## config.mk

```make
export PLATFORM = sky130hd
export DESIGN_NAME = preset_counter_chain
export DESIGN_NICKNAME = d
export VERILOG_FILES = /design/src/rtl/nib_cnt_pkg.sv /design/src/rtl/nib_cnt_ctrl.sv /design/src/rtl/nib_cnt_dp.sv /design/src/rtl/nib_cnt_stage.sv /design/src/rtl/preset_counter_chain.sv
export SDC_FILE = /design/constraint.sdc
export NUM_CORES = 1
export LEC_CHECK = 0
export BUFFER_PORTS_ARGS = -buffer_cell sky130_fd_sc_hd__buf_2
export CAP_MARGIN = 20
export CORE_AREA = 2 2 39 41
export CTS_CLUSTER_DIAMETER = 40
export CTS_CLUSTER_SIZE = 28
export DETAILED_ROUTE_END_ITERATION = 16
export DIE_AREA = 0 0 41 43
export PLACE_DENSITY_LB_ADDON = 0.15
export SLEW_MARGIN = 20
export SYNTH_ARGS = -nofsm -noshare
export SYNTH_HDL_FRONTEND = slang
export SYNTH_SLANG_ARGS = --single-unit
```

## constraint.sdc

```tcl
create_clock -name clk -period 2 [get_ports clk]
set_input_delay 0.3 -clock clk [delete_from_list [all_inputs] [get_ports clk]]
set_output_delay 0.3 -clock clk [all_outputs]
set_load 0.005 [all_outputs]
```

## src/rtl/nib_cnt_pkg.sv

```systemverilog
package nib_cnt_pkg;
  // Strobes from the control module to the datapath, one per operation.
  typedef struct packed {
    logic clr;
    logic load;
    logic inc;
  } cntStrobe_t;
endpackage

```

## src/rtl/nib_cnt_ctrl.sv

```systemverilog
module nib_cnt_ctrl
  import nib_cnt_pkg::*;
(
  input  logic       clrN,
  input  logic       loadN,
  input  logic       enP,
  input  logic       enT,
  output cntStrobe_t strb
);
  // Resolve priority once here: clear, then load, then count.
  always_comb begin
    strb.clr  = ~clrN;
    strb.load = clrN & ~loadN;
    strb.inc  = clrN & loadN & enP & enT;
  end
endmodule

```

## src/rtl/nib_cnt_dp.sv

```systemverilog
module nib_cnt_dp
  import nib_cnt_pkg::*;
#(
  parameter int  W         = 4,
  parameter bit  ASYNC_CLR = 1'b0
) (
  input  logic         clk,
  input  logic         clrN,
  input  cntStrobe_t   strb,
  input  logic [W-1:0] preset,
  output logic [W-1:0] q
);
  logic [W-1:0] qR;
  logic [W-1:0] nxt;

  always_comb begin
    if (strb.load)     nxt = preset;
    else if (strb.inc) nxt = qR + 1'b1;
    else               nxt = qR;
  end

  generate
    if (ASYNC_CLR) begin : g_async
      always_ff @(posedge clk or negedge clrN) begin
        if (!clrN) qR <= '0;
        else       qR <= nxt;
      end
      // while clear is held low the register reads zero at every edge
      assert_async_clear_R2: assert property (@(posedge clk) !clrN |-> qR == '0);
    end else begin : g_sync
      always_ff @(posedge clk) begin
        if (strb.clr) qR <= '0;
        else          qR <= nxt;
      end
      // a sampled clear yields zero after the edge
      assert_sync_clear_R1: assert property (@(posedge clk) strb.clr |=> qR == '0);
    end
  endgenerate

  assign q = qR;

  // load captures the preset seen at the edge
  assert_load_R3: assert property (@(posedge clk) disable iff (!clrN)
    strb.load |=> qR == $past(preset));
  // an increment steps by one modulo 2^W
  assert_step_R5: assert property (@(posedge clk) disable iff (!clrN)
    strb.inc |=> qR == W'($past(qR) + 1'b1));
  // no strobe means the value holds
  assert_hold_R5: assert property (@(posedge clk) disable iff (!clrN)
    (!strb.load && !strb.inc) |=> $stable(qR));
endmodule

```

## src/rtl/nib_cnt_stage.sv

```systemverilog
module nib_cnt_stage
  import nib_cnt_pkg::*;
#(
  parameter int W         = 4,
  parameter bit ASYNC_CLR = 1'b0
) (
  input  logic         clk,
  input  logic         clrN,
  input  logic         loadN,
  input  logic         enP,
  input  logic         enT,
  input  logic [W-1:0] preset,
  output logic [W-1:0] q,
  output logic         carry
);
  cntStrobe_t strb;

  nib_cnt_ctrl u_ctrl (
    .clrN  (clrN),
    .loadN (loadN),
    .enP   (enP),
    .enT   (enT),
    .strb  (strb)
  );

  nib_cnt_dp #(.W(W), .ASYNC_CLR(ASYNC_CLR)) u_dp (
    .clk    (clk),
    .clrN   (clrN),
    .strb   (strb),
    .preset (preset),
    .q      (q)
  );

  // Look-ahead carry: combinational, gated only by enT
  assign carry = enT & (&q);
endmodule

```

## src/rtl/preset_counter_chain.sv

```systemverilog
module preset_counter_chain #(
  parameter int STAGES    = 2,
  parameter int NIB_W     = 4,
  parameter bit ASYNC_CLR = 1'b0
) (
  input  logic                      clk,
  input  logic                      clrN,
  input  logic                      loadN,
  input  logic                      enP,
  input  logic                      enT,
  input  logic [STAGES*NIB_W-1:0]   preset,
  output logic [STAGES*NIB_W-1:0]   count,
  output logic                      carryOut
);
  localparam int TOT_W = STAGES * NIB_W;

  logic [STAGES:0] tChain;
  assign tChain[0] = enT;

  genvar i;
  generate
    for (i = 0; i < STAGES; i++) begin : g_stage
      nib_cnt_stage #(.W(NIB_W), .ASYNC_CLR(ASYNC_CLR)) u_stage (
        .clk    (clk),
        .clrN   (clrN),
        .loadN  (loadN),
        .enP    (enP),
        .enT    (tChain[i]),
        .preset (preset[i*NIB_W +: NIB_W]),
        .q      (count[i*NIB_W +: NIB_W]),
        .carry  (tChain[i+1])
      );
      if (i > 0) begin : g_upper_chk
        // an upper stage stays put unless every lower stage carries
        assert_upper_hold_R9: assert property (@(posedge clk) disable iff (!clrN)
          (loadN && !tChain[i]) |=> $stable(count[i*NIB_W +: NIB_W]));
      end
    end
  endgenerate

  assign carryOut = tChain[STAGES];

  // counting past the carry state wraps the full chain to zero
  assert_chain_wrap_R7: assert property (@(posedge clk) disable iff (!clrN)
    (loadN && enP && carryOut) |=> count == TOT_W'(0));
endmodule

```

==> results of run 1 <==
[power groups by stage]
stage	combinational, mW	clock [mW]	sequential [mW]
after global placement	0.0594	0	0.188
after CTS	0.0598	0.135	0.185
final	0.0586	0.129	0.185
after detailed placement	0.0591	0	0.188
after floorplan	0.0262	0	0.187
after global routing	0.0668	0.142	0.187
[final timing paths]
kind                                                to  slack [ns]  cells after the start
max reg2reg  g_stage[1].u_stage.u_dp.q[3]$_SDFFE_PN0P_        0.53                      4
max                                           carryOut        0.49                      4
min          g_stage[0].u_stage.u_dp.q[3]$_SDFFE_PN0P_        0.33                      3
min reg2reg  g_stage[0].u_stage.u_dp.q[1]$_SDFFE_PN0P_        0.52                      2
[cell usage after synthesis]
cell	count	area share
dfxtp_1	8	0.38
inv_1	2	0.018
o31ai_1	1	0.018
a21oi_1	1	0.012
or3_1	2	0.029
nor2_1	4	0.035
a31oi_1	4	0.059
nand4_1	1	0.015
or3_2	2	0.035
a211oi_1	1	0.018
nand2_1	2	0.018
or4_1	1	0.018
o21ai_0	9	0.11
nand3_2	2	0.047
ha_1	2	0.059
a311oi_1	2	0.041
nand3_1	4	0.047
xor2_1	2	0.041
clkbuf_1	1	0.0088
[critical path, stage by stage (launching register included)]
cell	delay (ns)
dfxtp_1	0.38
ha_1	0.20
nand4_1	0.14
nor2_1	0.12
buf_2	0.11
[through the flow]
| step | std cells | area, um2 | worst slack (ns) | hold slack, ns |
|---|---|---|---|---|
| 2_1_floorplan | 51 | 425 | 0.606 | 0.438 |
| 3_3_place_gp | 87 | 547 | 0.577 | 0.509 |
| 3_5_place_dp | 87 | 547 | 0.553 | 0.513 |
| 4_1_cts | 90 | 569 | 0.477 | 0.314 |
| 5_1_grt | 90 | 569 | 0.337 | 0.332 |
| 6_report | 90 | 569 | 0.486 | 0.325 |
[cells by family (layout without fill, tap and decap cells)]
family	after synthesis	in the layout	synth area share
DFF	8	8	0.376
adders and majority gates	2	2	0.0588
xor gates and xnor gates	2	2	0.0412
and+or+nand+nor	18	18	0.244
buffers and inverters	3	26	0.0265
AOI/OAI and AO/OA	18	18	0.253
[layer usage]
layer	vias to the layer above	wire [um]	track usage
li1	243	-	-
met1	199	509	0.208
met2	12	517	0.216
met3	2	73	0.0785
met4	0	13	0.0400
met5	-	0	0
[cell type report]
type | count | area (um2) | area share
repair buffers | 21 | 105 | 0.185
well taps | 16 | 20.0 | 0.0352
clock buffers | 3 | 22.5 | 0.0396
flip-flops and latches | 8 | 160 | 0.281
multi-input cells | 40 | 254 | 0.446
inverters | 2 | 7.51 | 0.0132
==> impl_metrics.json, run 1 <==
{
  "status": "finished clean",
  "cts_buffers": 3,
  "post-cts-setup-buffer-count": 0,
  "synth_seq_cells": 8,
  "cts_root_buf": "clkbuf_4",
  "dieHeight_um": 43,
  "gp_congestion": 0.688,
  "startpoint": "g_stage[0].u_stage.u_dp.q[0]$_SDFFE_PN0P_",
  "pwr-share-clk": 0.346,
  "crit_path_max_fanout": 4,
  "max_freq_mhz": 661,
  "syn_nets": 66,
  "drc_errors": 0,
  "syn2layout_area_growth_pct": 33.8,
  "crit_path_end_kind": "primary output",
  "largest_reg_flops": 8,
  "fin_crit_sh": 0.757,
  "cap_violations": 0,
  "fin_nets": 91,
  "initial_core_util": 0.307,
  "drive_gt1_frac": 0.378,
  "clock_skew_ns": 0.00232,
  "ys_warn_count": 0,
  "grt_pass1_vias": 410,
  "cp-start-kind": "flop",
  "viasPerCell": 5.07,
  "drt_iter0_markers": 7,
  "min_path_type": "in -> reg",
  "finalSetupViolations": 0,
  "ys_types": 19,
  "fin_util": 0.411,
  "synthesis.area_um2": 425,
  "final_cell_mix": "buf_2 (21), o21ai_0 (9), dfxtp_1 (8)",
  "hpwl_um": 810,
  "grt_max_degree": 17,
  "grt-ovfl-total": 0,
  "fin_crit_ns": 1.51,
  "routed_wl_mm": 1.11,
  "core_area_um2": 1380,
  "dr.pass1.iters": 4,
  "cts_tree": "done",
  "critPathArrivalTime_ns": 1.21,
  "grt_usage": 0.155,
  "min_from": "preset[3]",
  "die_w_um": 41,
  "rsz0062_at_grt": "false",
  "die_area_um2": 1760,
  "tightest_slew_ns": 0.253,
  "cts_sinks": 8,
  "hold_violations": 0,
  "maxSlewViolCount": 0,
  "switching_share": 0.276,
  "cts_resized": 0,
  "ioPinCount": 22,
  "via_count": 456,
  "ys_seq_area_frac": 0.376,
  "cts_buffer_depth": 2,
  "pwr_density_cell_nw_per_um2": 653,
  "htree_levels": 1,
  "path_class": "reg -> out",
  "clk_pin_slew_ns": 0.06,
  "grt_pass1_wl_mm": 1.81,
  "clk_latency_ns": 0.25,
  "fin_total_pwr_uw": 372,
  "rr_startpoint": "g_stage[0].u_stage.u_dp.q[0]$_SDFFE_PN0P_",
  "maxSlewHeadroom": 0.831,
  "wl_per_cell_um": 12.4,
  "switchingPower_uw": 103,
  "syn_inst": 51,
  "n_antenna_cell": 0,
  "num_rows": 14,
  "portBuffers": 21,
  "ant_nets": 0,
  "p_comb_frac": 0.158,
  "intPower_uw": 269,
  "ctsHoldBuffers": 0,
  "n_fill_cell": 163,
  "setup_tns_ns": 0,
  "vdd_ir_drop_max_mv": 0.330,
  "final_common_cell": "buf_2",
  "seq_power_share": 0.497,
  "crit_required_ns": 1.70,
  "syn_avg_cell_area_um2": 8.34,
  "antenna_found_initial": 0,
  "leakage_nw": 0.243
}
Note: power is estimated with default switching activity, not from simulation.
==> inputs of run 2 (changes only) <==
==> constraint.sdc (replaced) <==
create_clock -name clk -period 1.41 [get_ports clk]
set_input_delay 0.2115 -clock clk [delete_from_list [all_inputs] [get_ports clk]]
set_output_delay 0.2115 -clock clk [all_outputs]
set_load 0.005 [all_outputs]
==> run 2 against run 1 <==
  * Sequential share of layout area shrank 2.6 points
  * Clock power up 43%
  * Global-route usage grew 1.1 points
  * Hold slack lost 0.10 ns
  * Die area did not move
  * Largest power group unchanged
  * Highest routed layer unchanged
==> impl_metrics.json, run 2 (synthesis gave the netlist of run 1 again) <==
{
  "seq_power_share": 0.470,
  "leakage_nw": 0.277,
  "clk_pin_slew_ns": 0.06,
  "crit_path_max_fanout": 3,
  "maxSlewViolCount": 0,
  "crit_path_end_kind": "primary output",
  "die_w_um": 41,
  "wl_per_cell_um": 12.5,
  "tightest_slew_ns": 0.250,
  "cts_buffers": 3,
  "fin_crit_ns": 1.36,
  "ctsHoldBuffers": 0,
  "ant_nets": 0,
  "min_path_type": "in -> reg",
  "gp_congestion": 0.712,
  "n_antenna_cell": 0,
  "num_rows": 14,
  "dr.pass1.iters": 3,
  "drt_iter0_markers": 4,
  "grt_pass1_vias": 464,
  "cts_resized": 0,
  "cap_violations": 0,
  "final_cell_mix": "buf_2 (21), o21ai_0 (9), buf_4 (7)",
  "maxSlewHeadroom": 0.832,
  "p_comb_frac": 0.199,
  "drc_errors": 0,
  "switching_share": 0.279,
  "portBuffers": 21,
  "hold_slack_ns": 0.222,
  "largest_reg_flops": 8,
  "cts_buffer_depth": 2,
  "core_area_um2": 1380,
  "htree_levels": 1,
  "grt_max_degree": 17,
  "cts_root_buf": "clkbuf_4",
  "pwr-share-clk": 0.330,
  "fin_crit_sh": 0.965,
  "post-cts-setup-buffer-count": 0,
  "fin_total_pwr_uw": 557,
  "viasPerCell": 5.18,
  "grt_pass1_wl_mm": 1.88,
  "finalSetupViolations": 0,
  "via_count": 502,
  "clk_latency_ns": 0.26,
  "setup_tns_ns": 0,
  "hpwl_um": 909,
  "antenna_found_initial": 0,
  "routed_wl_mm": 1.21,
  "die_area_um2": 1760,
  "fin_ws_ns": 0.0492,
  "dpl-instance-area_um2": 599,
  "max_freq_mhz": 735,
  "cp-start-kind": "flop",
  "syn2layout_area_growth_pct": 52.1,
  "rsz0062_at_grt": "true",
  "path_class": "reg -> out",
  "initial_core_util": 0.307,
  "clock_skew_ns": 0.00189,
  "hold_violations": 0,
  "vdd_ir_drop_max_mv": 0.535,
  "grt-ovfl-total": 0,
  "switchingPower_uw": 155,
  "post-place-ws_ns": 0.0300,
  "intPower_uw": 401,
  "status": "finished clean",
  "cts_tree": "done",
  "pwr_density_cell_nw_per_um2": 861,
  "final_common_cell": "buf_2",
  "fin_nets": 98,
  "critPathArrivalTime_ns": 1.15,
  "cts_sinks": 8,
  "grt_usage": 0.166,
  "ioPinCount": 22,
  "drive_gt1_frac": 0.494,
  "design_area_um2": 647,
  "dieHeight_um": 43,
  "crit_required_ns": 1.20
}
[run 2: power groups by stage]
stage / logic, mW / clock network (mW) / registers [mW]
2_1_floorplan: 0.0371 / 0 / 0.266
3_3_place_gp: 0.107 / 0 / 0.263
3_5_place_dp: 0.106 / 0 / 0.263
4_1_cts: 0.107 / 0.191 / 0.258
5_1_grt: 0.125 / 0.206 / 0.264
6_report: 0.111 / 0.184 / 0.262
[run 2: area by class of cell]
cell class | instances | area (um2)
sequential | 8 | 165
timing repair buffer | 28 | 158
inverter | 2 | 7.51
multi-input combinational | 40 | 274
clock buffer | 3 | 22.5
fill | 150 | 737
tap | 16 | 20.0
[run 2: worst paths after layout]
check | from | end | slack, ns | cells after the start
setup / recovery | g_stage[0].u_stage.u_dp.q[1]$_SDFFE_PN0P_ | carryOut | 0.05 | 4
hold / removal | preset[3] | g_stage[0].u_stage.u_dp.q[3]$_SDFFE_PN0P_ | 0.22 | 3
setup reg to reg | g_stage[0].u_stage.u_dp.q[1]$_SDFFE_PN0P_ | g_stage[1].u_stage.u_dp.q[3]$_SDFFE_PN0P_ | 0.08 | 4
hold reg to reg | g_stage[1].u_stage.u_dp.q[3]$_SDFFE_PN0P_ | g_stage[1].u_stage.u_dp.q[3]$_SDFFE_PN0P_ | 0.51 | 2
[run 2: metal layers]
layer  vias to the layer above  track usage  part of all wire
met3                         2       0.0785             0.061
met2                        14        0.263              0.50
met4                         0       0.0800            0.0091
li1                        257            -                 -
met1                       229        0.174              0.43
met5                         -            0                 0
[run 2: worst max-delay path, stage by stage (launching register included)]
cell	delay, ns
dfxtp_2	0.36
ha_4	0.15
nand4_1	0.15
nor2_1	0.11
buf_2	0.12
[run 2: per-stage QoR]
stage / util / std cells
4_1_cts: 0.449 / 97
3_3_place_gp: 0.433 / 94
6_report: 0.467 / 97
3_5_place_dp: 0.433 / 94
2_1_floorplan: - / 51
5_1_grt: 0.467 / 97
==> inputs of run 3 (changes only) <==
--- a/config.mk
+++ b/config.mk
@@ -13,6 +13,7 @@
 export DETAILED_ROUTE_END_ITERATION = 16
 export DIE_AREA = 0 0 41 43
 export PLACE_DENSITY_LB_ADDON = 0.15
+export REMOVE_ABC_BUFFERS = 1
 export SLEW_MARGIN = 20
 export SYNTH_ARGS = -nofsm -noshare
 export SYNTH_HDL_FRONTEND = slang
==> run 3 against run 2 <==
  * Die area did not move
  * Maximum frequency rose by 2.8%
  * Via count fell by 4.6%
  * First-iteration DRC count rose by 100%
  * Global-route usage fell by 1.6 points
  * Non-clock buffer count fell by 2
  * Combinational power barely moved
  * Clock skew rose by 0.013 ns
  * Sequential power barely moved
  * Clock-buffer cell count did not move
==> impl_metrics.json, run 3 (synthesis gave the netlist of run 1 again) <==
{
  "design_area_um2": 651,
  "antenna_found_initial": 0,
  "path_class": "reg -> out",
  "viasPerCell": 5.04,
  "htree_levels": 1,
  "rsz0062_at_grt": "false",
  "crit_path_end_kind": "primary output",
  "ioPinCount": 22,
  "switching_share": 0.270,
  "die_w_um": 41,
  "gp_congestion": 0.750,
  "fin_crit_sh": 0.939,
  "initial_core_util": 0.307,
  "switchingPower_uw": 148,
  "hpwl_um": 862,
  "intPower_uw": 398,
  "dieHeight_um": 43,
  "p_comb_frac": 0.199,
  "pwr-share-clk": 0.317,
  "die_area_um2": 1760,
  "post-place-ws_ns": 0.000251,
  "grt_pass1_wl_mm": 1.71,
  "place_inst": 92,
  "setup_tns_ns": 0,
  "cts_tree": "done",
  "cts_sinks": 8,
  "n_fill_cell": 146,
  "crit_path_max_fanout": 3,
  "critPathArrivalTime_ns": 1.11,
  "fin_nets": 96,
  "dr.pass1.iters": 4,
  "grt-ovfl-total": 0,
  "seq_power_share": 0.484,
  "status": "finished clean",
  "grt_pass1_vias": 370,
  "drt_iter0_markers": 8,
  "pwr_density_cell_nw_per_um2": 839,
  "n_antenna_cell": 0,
  "syn2layout_area_growth_pct": 52.9,
  "num_rows": 14,
  "largest_reg_flops": 8,
  "cts_root_buf": "clkbuf_4",
  "layoutNonFillerInstCount": 95,
  "fin_crit_ns": 1.32,
  "tightest_slew_ns": 0.262,
  "fin_ws_ns": 0.0858,
  "min_path_type": "in -> reg",
  "finalSetupViolations": 0,
  "clock_skew_ns": 0.0145,
  "grt_max_degree": 17,
  "final_common_cell": "buf_2",
  "core_area_um2": 1380,
  "clk_latency_ns": 0.26,
  "maxSlewHeadroom": 0.824,
  "routed_wl_mm": 1.18,
  "wl_per_cell_um": 12.4,
  "dpl-instance-area_um2": 584,
  "vdd_ir_drop_max_mv": 0.458,
  "multi_input_area_um2": 290,
  "clk_pin_slew_ns": 0.05,
  "seqCellArea_um2": 168,
  "grt_usage": 0.149,
  "cp-start-kind": "flop",
  "fin_total_pwr_uw": 546,
  "via_count": 479,
  "drc_errors": 0,
  "leakage_nw": 0.268,
  "drive_gt1_frac": 0.494,
  "portBuffers": 21,
  "hold_violations": 0,
  "crit_required_ns": 1.20,
  "ant_nets": 0,
  "final_cell_mix": "buf_2 (21), o21ai_0 (9), buf_4 (5)",
  "max_freq_mhz": 755,
  "cts_buffers": 3,
  "cap_violations": 0,
  "cts_buffer_depth": 2,
  "maxSlewViolCount": 0
}
-- run 3: changes by cell type in the layout (fill, tap and decap cells not counted), sizes merged --
cell / previous run / this run
buf: 28 / 26
-- run 3: per-layer routing --
layer / wire, um / vias to the layer above / GRT usage / part of all wire
met2: 538 / 14 / 0.172 / 0.46
met1: 562 / 211 / 0.235 / 0.48
met4: 10 / 0 / 0.0800 / 0.0085
li1: - / 252 / - / -
met5: 0 / - / 0 / 0
met3: 63 / 2 / 0.0471 / 0.054
-- run 3: power groups by stage --
stage	Combinational, mW	Clock, mW	Sequential, mW
after global placement	0.103	0	0.263
after global routing	0.125	0.190	0.266
after CTS	0.103	0.181	0.259
final	0.108	0.173	0.265
after floorplan	0.0340	0	0.266
after detailed placement	0.102	0	0.263
-- run 3: metrics by stage --
stage	utilization	hold WS, ns
floorplan	-	0.301
global placement	0.422	0.498
detailed placement	0.422	0.495
CTS	0.439	0.237
global route	0.470	0.261
finish	0.470	0.245
-- run 3: worst paths after layout --
path | startpoint | to | slack [ns] | cells past startpoint
worst max register to register | g_stage[0].u_stage.u_dp.q[1]$_SDFFE_PN0P_ | g_stage[1].u_stage.u_dp.q[3]$_SDFFE_PN0P_ | 0.09 | 4
worst max-delay path | g_stage[0].u_stage.u_dp.q[1]$_SDFFE_PN0P_ | carryOut | 0.09 | 4
worst min register to register | g_stage[1].u_stage.u_dp.q[3]$_SDFFE_PN0P_ | g_stage[1].u_stage.u_dp.q[3]$_SDFFE_PN0P_ | 0.52 | 2
worst min-delay path | preset[2] | g_stage[0].u_stage.u_dp.q[2]$_SDFFE_PN0P_ | 0.24 | 3
-- run 3: final cells by class --
type | count | share of cell area
well taps | 16 | 0.0308
inverters | 2 | 0.0115
flip-flops and latches | 8 | 0.258
multi-input cells | 40 | 0.446
clock buffers | 3 | 0.0346
repair buffers | 26 | 0.219
-- run 3: timing repair --
action | 4_1_cts | 5_1_grt
setup endpoints to repair | 0 | 4
hold buffers | 0 | 0
buffers inserted | 0 | 0
resized for setup | 0 | 10
-- run 3: critical path, cell delays in order (launching register included) --
cell     delay [ns]
dfxtp_2        0.35
ha_4           0.15
nand4_1        0.13
nor2_1         0.12
buf_2          0.12
